[config.mk]
export PLATFORM = sky130hd
export DESIGN_NAME = tlb_assoc
export DESIGN_NICKNAME = d
export VERILOG_FILES = /design/src/rtl/tlb_pkg.sv /design/src/rtl/tlb_match.sv /design/src/rtl/tlb_first.sv /design/src/rtl/tlb_lru.sv /design/src/rtl/tlb_assoc.sv
export SDC_FILE = /design/constraint.sdc
export NUM_CORES = 2
export LEC_CHECK = 0
export BUFFER_PORTS_ARGS = -buffer_cell sky130_fd_sc_hd__buf_2
export CAP_MARGIN = 10
export CORE_AREA = 2 2 234 467
export DETAILED_ROUTE_END_ITERATION = 16
export DIE_AREA = 0 0 236 469
export PLACE_DENSITY = 0.74
export RECOVER_POWER = 100
export SLEW_MARGIN = 20
export SYNTH_ARGS = -nofsm -noshare
export SYNTH_HDL_FRONTEND = slang
export SYNTH_SLANG_ARGS = --single-unit
[constraint.sdc]
create_clock -name clk -period 9.3 [get_ports clk]
set_input_delay 1.86 -clock clk [delete_from_list [all_inputs] [get_ports clk]]
set_output_delay 1.86 -clock clk [all_outputs]
set_load 0.1 [all_outputs]
[src/rtl/tlb_pkg.sv]
package tlb_pkg;

    // Where a fill lands, in order of preference.
    typedef enum logic [1:0] {
        SRC_MATCH = 2'd0,
        SRC_FREE  = 2'd1,
        SRC_LRU   = 2'd2
    } fill_src_e;

endpackage

[src/rtl/tlb_match.sv]
module tlb_match #(
    parameter int ENTRIES = 16,
    parameter int KEY_W   = 28
) (
    input  logic [ENTRIES-1:0]            slot_valid,
    input  logic [ENTRIES-1:0][KEY_W-1:0] slot_key,
    input  logic [KEY_W-1:0]              key,
    output logic [ENTRIES-1:0]            hit_vec
);

    // One comparator per slot, all working at once.
    for (genvar g = 0; g < ENTRIES; g++) begin : g_cmp
        assign hit_vec[g] = slot_valid[g] && (slot_key[g] == key);
    end

endmodule

[src/rtl/tlb_first.sv]
module tlb_first #(
    parameter int ENTRIES = 16,
    localparam int IDX_W  = $clog2(ENTRIES)
) (
    input  logic [ENTRIES-1:0] vec,
    output logic               found,
    output logic [IDX_W-1:0]   idx
);

    // Lowest set bit wins.
    always_comb begin
        found = 1'b0;
        idx   = '0;
        for (int i = ENTRIES - 1; i >= 0; i--) begin
            if (vec[i]) begin
                found = 1'b1;
                idx   = IDX_W'(i);
            end
        end
    end

endmodule

[src/rtl/tlb_lru.sv]
module tlb_lru #(
    parameter int ENTRIES = 16,
    localparam int IDX_W  = $clog2(ENTRIES)
) (
    input  logic             clk,
    input  logic             rst_n,
    input  logic             touch,
    input  logic [IDX_W-1:0] touch_idx,
    output logic [IDX_W-1:0] victim_idx
);

    // Each slot holds a distinct age rank; 0 is newest, ENTRIES-1 is oldest.
    logic [ENTRIES-1:0][IDX_W-1:0] age_d, age_q;
    logic [ENTRIES-1:0]            oldest_vec;
    logic                          oldest_found;
    logic [IDX_W-1:0]              oldest_idx;

    always_comb begin
        age_d = age_q;
        if (touch) begin
            for (int i = 0; i < ENTRIES; i++) begin
                if (IDX_W'(i) == touch_idx) begin
                    age_d[i] = '0;
                end else if (age_q[i] < age_q[touch_idx]) begin
                    age_d[i] = age_q[i] + 1'b1;
                end
            end
        end
        for (int i = 0; i < ENTRIES; i++) begin
            oldest_vec[i] = (age_q[i] == IDX_W'(ENTRIES - 1));
        end
    end

    tlb_first #(.ENTRIES(ENTRIES)) u_oldest (
        .vec   (oldest_vec),
        .found (oldest_found),
        .idx   (oldest_idx)
    );

    assign victim_idx = oldest_found ? oldest_idx : '0;

    always_ff @(posedge clk) begin
        if (!rst_n) begin
            for (int i = 0; i < ENTRIES; i++) begin
                age_q[i] <= IDX_W'(i);
            end
        end else begin
            age_q <= age_d;
        end
    end

endmodule

[src/rtl/tlb_assoc.sv]
module tlb_assoc
    import tlb_pkg::*;
#(
    parameter int ENTRIES = 16,
    parameter int VPN_W   = 20,
    parameter int PFN_W   = 20,
    parameter int ASID_W  = 8,
    parameter int PROT_W  = 3
) (
    input  logic              clk,
    input  logic              rst_n,
    input  logic              lk_valid,
    input  logic              lk_write,
    input  logic [VPN_W-1:0]  lk_vpn,
    input  logic [ASID_W-1:0] cur_asid,
    input  logic              fill_valid,
    input  logic [VPN_W-1:0]  fill_vpn,
    input  logic [ASID_W-1:0] fill_asid,
    input  logic [PFN_W-1:0]  fill_pfn,
    input  logic [PROT_W-1:0] fill_prot,
    input  logic              flush_all,
    input  logic              flush_asid_valid,
    input  logic [ASID_W-1:0] flush_asid,
    output logic              rsp_valid,
    output logic              rsp_hit,
    output logic [PFN_W-1:0]  rsp_pfn,
    output logic [PROT_W-1:0] rsp_prot,
    output logic              rsp_fault,
    output logic              rsp_ref,
    output logic              rsp_mod
);

    localparam int IDX_W = $clog2(ENTRIES);
    localparam int KEY_W = ASID_W + VPN_W;

    typedef struct packed {
        logic              valid;
        logic [ASID_W-1:0] asid;
        logic [VPN_W-1:0]  vpn;
        logic [PFN_W-1:0]  pfn;
        logic [PROT_W-1:0] prot;
        logic              refd;
        logic              mod;
    } slot_t;

    typedef struct packed {
        slot_t [ENTRIES-1:0] slot;
        logic                rsp_valid;
        logic                rsp_hit;
        logic [PFN_W-1:0]    rsp_pfn;
        logic [PROT_W-1:0]   rsp_prot;
        logic                rsp_fault;
        logic                rsp_ref;
        logic                rsp_mod;
    } state_t;

    state_t s_d, s_q;

    logic [ENTRIES-1:0]            valid_vec;
    logic [ENTRIES-1:0][KEY_W-1:0] key_vec;
    logic [ENTRIES-1:0]            lk_hit_vec, fill_hit_vec;
    logic                          lk_hit, fill_hit, free_found;
    logic [IDX_W-1:0]              lk_idx, fill_idx, free_idx, victim_idx;
    logic [IDX_W-1:0]              fill_tgt;
    logic                          fill_go, touch;
    logic [IDX_W-1:0]              touch_idx;
    fill_src_e                     fill_src;
    slot_t                         hit_slot;

    always_comb begin
        for (int i = 0; i < ENTRIES; i++) begin
            valid_vec[i] = s_q.slot[i].valid;
            key_vec[i]   = {s_q.slot[i].asid, s_q.slot[i].vpn};
        end
    end

    tlb_match #(.ENTRIES(ENTRIES), .KEY_W(KEY_W)) u_lk_match (
        .slot_valid (valid_vec),
        .slot_key   (key_vec),
        .key        ({cur_asid, lk_vpn}),
        .hit_vec    (lk_hit_vec)
    );

    tlb_match #(.ENTRIES(ENTRIES), .KEY_W(KEY_W)) u_fill_match (
        .slot_valid (valid_vec),
        .slot_key   (key_vec),
        .key        ({fill_asid, fill_vpn}),
        .hit_vec    (fill_hit_vec)
    );

    tlb_first #(.ENTRIES(ENTRIES)) u_lk_enc (
        .vec (lk_hit_vec), .found (lk_hit), .idx (lk_idx)
    );

    tlb_first #(.ENTRIES(ENTRIES)) u_fill_enc (
        .vec (fill_hit_vec), .found (fill_hit), .idx (fill_idx)
    );

    tlb_first #(.ENTRIES(ENTRIES)) u_free_enc (
        .vec (~valid_vec), .found (free_found), .idx (free_idx)
    );

    tlb_lru #(.ENTRIES(ENTRIES)) u_lru (
        .clk        (clk),
        .rst_n      (rst_n),
        .touch      (touch),
        .touch_idx  (touch_idx),
        .victim_idx (victim_idx)
    );

    always_comb begin
        s_d      = s_q;
        hit_slot = s_q.slot[lk_idx];

        // Fill target: existing copy, then free slot, then oldest.
        if (fill_hit)        fill_src = SRC_MATCH;
        else if (free_found) fill_src = SRC_FREE;
        else                 fill_src = SRC_LRU;
        case (fill_src)
            SRC_MATCH: fill_tgt = fill_idx;
            SRC_FREE:  fill_tgt = free_idx;
            default:   fill_tgt = victim_idx;
        endcase
        fill_go = fill_valid && !flush_all && !flush_asid_valid;

        // Registered response, taken from the state before this cycle.
        s_d.rsp_valid = lk_valid;
        s_d.rsp_hit   = lk_valid && lk_hit;
        s_d.rsp_pfn   = '0;
        s_d.rsp_prot  = '0;
        s_d.rsp_fault = 1'b0;
        s_d.rsp_ref   = 1'b0;
        s_d.rsp_mod   = 1'b0;
        if (lk_valid && lk_hit) begin
            s_d.rsp_pfn   = hit_slot.pfn;
            s_d.rsp_prot  = hit_slot.prot;
            s_d.rsp_fault = lk_write && !hit_slot.prot[0];
            s_d.rsp_ref   = hit_slot.refd;
            s_d.rsp_mod   = hit_slot.mod;
            s_d.slot[lk_idx].refd = 1'b1;
            if (lk_write && hit_slot.prot[0]) begin
                s_d.slot[lk_idx].mod = 1'b1;
            end
        end

        if (fill_go) begin
            s_d.slot[fill_tgt] = '{valid: 1'b1, asid: fill_asid, vpn: fill_vpn,
                                   pfn: fill_pfn, prot: fill_prot,
                                   refd: 1'b0, mod: 1'b0};
        end

        for (int i = 0; i < ENTRIES; i++) begin
            if (flush_all || (flush_asid_valid && s_q.slot[i].asid == flush_asid)) begin
                s_d.slot[i].valid = 1'b0;
            end
        end

        // A fill's recency update takes precedence over a lookup's.
        touch     = fill_go || (lk_valid && lk_hit);
        touch_idx = fill_go ? fill_tgt : lk_idx;
    end

    always_ff @(posedge clk) begin
        if (!rst_n) begin
            s_q <= '0;
        end else begin
            s_q <= s_d;
        end
    end

    assign rsp_valid = s_q.rsp_valid;
    assign rsp_hit   = s_q.rsp_hit;
    assign rsp_pfn   = s_q.rsp_pfn;
    assign rsp_prot  = s_q.rsp_prot;
    assign rsp_fault = s_q.rsp_fault;
    assign rsp_ref   = s_q.rsp_ref;
    assign rsp_mod   = s_q.rsp_mod;

endmodule

==> out/results.ini <==
[detailed_routing]
route.detailed.wl_per_inst_um = 30.6
drc_errors = 0
first_drt_iteration_drcs = 4667
post_detailed_route_count_of_antenna_violating_nets = 0
routed-via-count = 50800
drt-total-wl_mm = 241
viasPerCell = 6.44
first_pass_iters = 8

[timing]
fin_setup_tns_ps = 0
slew_viols_final = 755
rsz_0062_raised_after_global_routing = no
timing.final.crit_share_pct = 93.8
setup_viol = 0
final_worst_slack_ps = 576
final.min_clock_period_ps = 8720
timing.fmax_mhz = 115
timing.slew.headroom_pct = -200
finClkSkew_ps = 77.2
timing_worst_slew_pin_value_ps = 4490
hold_violations = 0

[logic_synthesis]
gate_count_after_technology_mapping = 6517
synth.mux.area_fraction_pct = 15.7
postSynthRegisterBits = 956
post_synth_xor_area_fraction_pct = 16.0
synthMostInstantiatedCell = sky130_fd_sc_hd__dfxtp_1
synth_adder_area_share_pct = 1.44
synth_top_cell_area_share_pct = 34.5
synth_enable_flop_cells = 0
synth_cell_type_count = 95
most_area_hungry_cell_type_in_the_yosys_netlist = sky130_fd_sc_hd__dfxtp_1
avgSynthCellArea_um2 = 8.51
synth.top_cells.by_area = sky130_fd_sc_hd__dfxtp_1, sky130_fd_sc_hd__mux2i_1, sky130_fd_sc_hd__xnor2_1
syn-cell-area_um2 = 55400
yosysWarnings = 0
synth.net_count = 6675
ys_seq_area_share_pct = 34.5
post_synth_and_or_nand_nor_area_fraction_pct = 21.3
ys.flop_type = sky130_fd_sc_hd__dfxtp_1
main_combinational_cell_family_by_area_after_synthesis = simple AND/OR/NAND/NOR gates
synthArstFlopShare_pct = 0
synth.top_cells.by_count = sky130_fd_sc_hd__dfxtp_1, sky130_fd_sc_hd__nor2_1, sky130_fd_sc_hd__mux2i_1
synth-compound-area-share_pct = 6.55

[worst_setup_path]
critical_path_required_ps = 9920
setup.worst_path.end_class = flop
path_buf_inv = 2
worstPathArrival_ps = 9340
criticalPathCategory = in -> reg
cpMaxStageDelayCell = sky130_fd_sc_hd__a21boi_1
cpLargestDelayFamily = compound AO/OA/AOI/OAI gates
critical_path.cell_chain = buf_2 -> xnor2_1 -> nand2_1 -> or3b_2 -> nor4_1 -> nand4_1 -> nor2b_1 -> o311ai_0 -> a21boi_1 -> clkbuf_1 -> nand2_1 -> and3_1 -> a21oi_1 -> a22oi_1 -> a21oi_1
setup.worst_path.start_class = input port
cp_slowest_stage_delay_ps = 2500
crit_path_max_fanout = 27

[placement]
dpl_worst_slack_ps = 1050
place.gp.congestion = 1.11
postPlaceCellArea_um2 = 57600
dpl.hpwl_mm = 166
portBuffers = 121

[global_route]
grt_pass1_vias = 49900
grtUsageTotal_pct = 42.7
grt_pass1_wl_mm = 342
grt_remaining_overflow = 0
grt_antenna_before_repair = 26
pin_count_of_the_biggest_net_entering_global_routing = 223

[clock_network]
cts_sinks = 956
clock_latency_reported_for_the_late_side_of_the_worst_skew_pair_ps = 770
root_driver = sky130_fd_sc_hd__clkbuf_16
clock_tree.buffer_depth = 3
post_cts_buffers = 0
cts-buffers-inserted = 88
cts_htree_levels = 3
clk_pin_slew_worst_paths_ps = 70
cts.hold.buffers_added = 0
count_of_cells_resized_by_post_cts_repair = 0
tritoncts = done

[outcome]
run_status = complete, but fails checks
failing_checks = max-capacitance violations, max-slew violations

[floorplan]
ioPinCount = 122
starting_density_pct = 51.8
dieArea_um2 = 111000
number_of_standard_cell_rows_in_the_floorplan = 170
core-area_um2 = 107000
chipHeight_um = 469
die_w_um = 236

[final_layout]
fin_nets = 6578
drive_above_1_share_pct = 8.24
area_growth_pct = 9.15
layout.filler_cells = 9793
final_core_util_pct = 56.6
final_design_area_no_fill_um2 = 60500

[worst_hold_path]
hp-class = reg -> reg

[pwr]
pwr_density_cell_nw_per_um2 = 148
power.leakage_nw = 22.5
worst_ir_drop_vdd_uv = 200

[job]
cap_violations = 20

-- metal layers --
| layer | global-route usage [%] | wire (um) |
|---|---|---|
| met2 | 70.7 | 112000 |
| met4 | 44.1 | 29900 |
| met1 | 41.8 | 77700 |
| met3 | 12.1 | 22200 |
| met5 | 0 | 111 |
-- state kept, by name, summed over array words and instances (netlist names), 3 cells and up --
name,cells
key_vec,448
rsp_pfn,20
rsp_prot,3
s_q,416
u_lru.age_q,64
-- cell type report --
type	instances	area (um^2)	share of cell area, %
tap	1376	1720	2.85
clock buffer	121	2530	4.17
clock inverter	40	497	0.821
antenna	14	35.0	0.0579
multi-input combinational	4990	34000	56.2
timing repair buffer	334	2370	3.92
inverter	50	195	0.323
sequential	956	19100	31.6
-- logic make-up after synthesis --
group           Yosys count
flops                   956
xor+xnor               1015
simple gates           2476
mux                     869
buf+inv                 571
compound gates          566
fa+ha+maj                64
-- worst register-to-register path: stages (launching register included) --
cell and delay (ps):
sky130_fd_sc_hd__dfxtp_1 390, sky130_fd_sc_hd__xnor2_1 730, sky130_fd_sc_hd__nand4_1 190, sky130_fd_sc_hd__nor4_1 680, sky130_fd_sc_hd__buf_4 240, sky130_fd_sc_hd__nand4_1 650, sky130_fd_sc_hd__nand4_1 250, sky130_fd_sc_hd__o311ai_0 330
sky130_fd_sc_hd__a21boi_1 2500, sky130_fd_sc_hd__clkbuf_1 700, sky130_fd_sc_hd__nand2_1 130, sky130_fd_sc_hd__and3_1 210, sky130_fd_sc_hd__a21oi_1 110, sky130_fd_sc_hd__a22oi_1 110, sky130_fd_sc_hd__a21oi_1 240
-- power by group --
part | internal, W | switching (W)
Combinational | 0.000246 | 0.000644
Sequential | 0.00410 | 0.0000115
Clock | 0.00212 | 0.00180
-- cells in the final DEF, fill, tap and decap left out, types with 20 or more instances in the layout --
cell,Yosys,layout
sky130_fd_sc_hd__dfxtp_1,956,956
sky130_fd_sc_hd__nor2_1,926,919
sky130_fd_sc_hd__mux2i_1,858,858
sky130_fd_sc_hd__xnor2_1,690,690
sky130_fd_sc_hd__nand2_1,538,536
sky130_fd_sc_hd__xor2_1,324,324
sky130_fd_sc_hd__nand4_1,308,308
sky130_fd_sc_hd__a21oi_1,254,252
sky130_fd_sc_hd__nor4_1,179,176
sky130_fd_sc_hd__buf_4,40,164
sky130_fd_sc_hd__nand3_1,142,141
sky130_fd_sc_hd__buf_2,107,93
sky130_fd_sc_hd__and3_1,92,92
sky130_fd_sc_hd__clkbuf_16,0,88
sky130_fd_sc_hd__o21ai_0,68,67
sky130_fd_sc_hd__ha_1,64,64
sky130_fd_sc_hd__clkbuf_1,317,56
sky130_fd_sc_hd__nor3_1,53,53
sky130_fd_sc_hd__inv_1,47,47
sky130_fd_sc_hd__nand2b_1,40,39
sky130_fd_sc_hd__or2_2,31,31
sky130_fd_sc_hd__nor3b_1,30,29
sky130_fd_sc_hd__o211ai_1,27,27
sky130_fd_sc_hd__a22oi_1,27,27
sky130_fd_sc_hd__a32oi_1,25,25
sky130_fd_sc_hd__a31oi_1,25,24
sky130_fd_sc_hd__or4_1,23,23
sky130_fd_sc_hd__buf_12,0,21
sky130_fd_sc_hd__nor2b_1,20,20
sky130_fd_sc_hd__clkbuf_8,0,20
-- per-stage QoR --
| step | std cells | power (W) | hold slack (ps) |
|---|---|---|---|
| 4_1_cts | 7865 | 0.00889 | 457 |
| 5_1_grt | 7870 | 0.00910 | 475 |
| 3_5_place_dp | 7704 | 0.00505 | 448 |
| 2_1_floorplan | 6517 | 0.00470 | 432 |
| 3_3_place_gp | 7704 | 0.00504 | 441 |
| 6_report | 7881 | 0.00893 | 455 |
-- path summary, 6_finish.rpt --
check | cells after the start | start | slack, ps | end
max reg2reg | 14 | key_vec[96]$_SDFFE_PN0P_ | 1710 | rsp_prot[2]$_SDFF_PN0_
min reg2reg | 2 | s_q[535]$_SDFFE_PN0P_ | 450 | s_q[535]$_SDFFE_PN0P_
min | 2 | s_q[535]$_SDFFE_PN0P_ | 450 | s_q[535]$_SDFFE_PN0P_
max | 15 | cur_asid[3] | 580 | rsp_prot[2]$_SDFF_PN0_
Power figures use the tool's default switching activity.
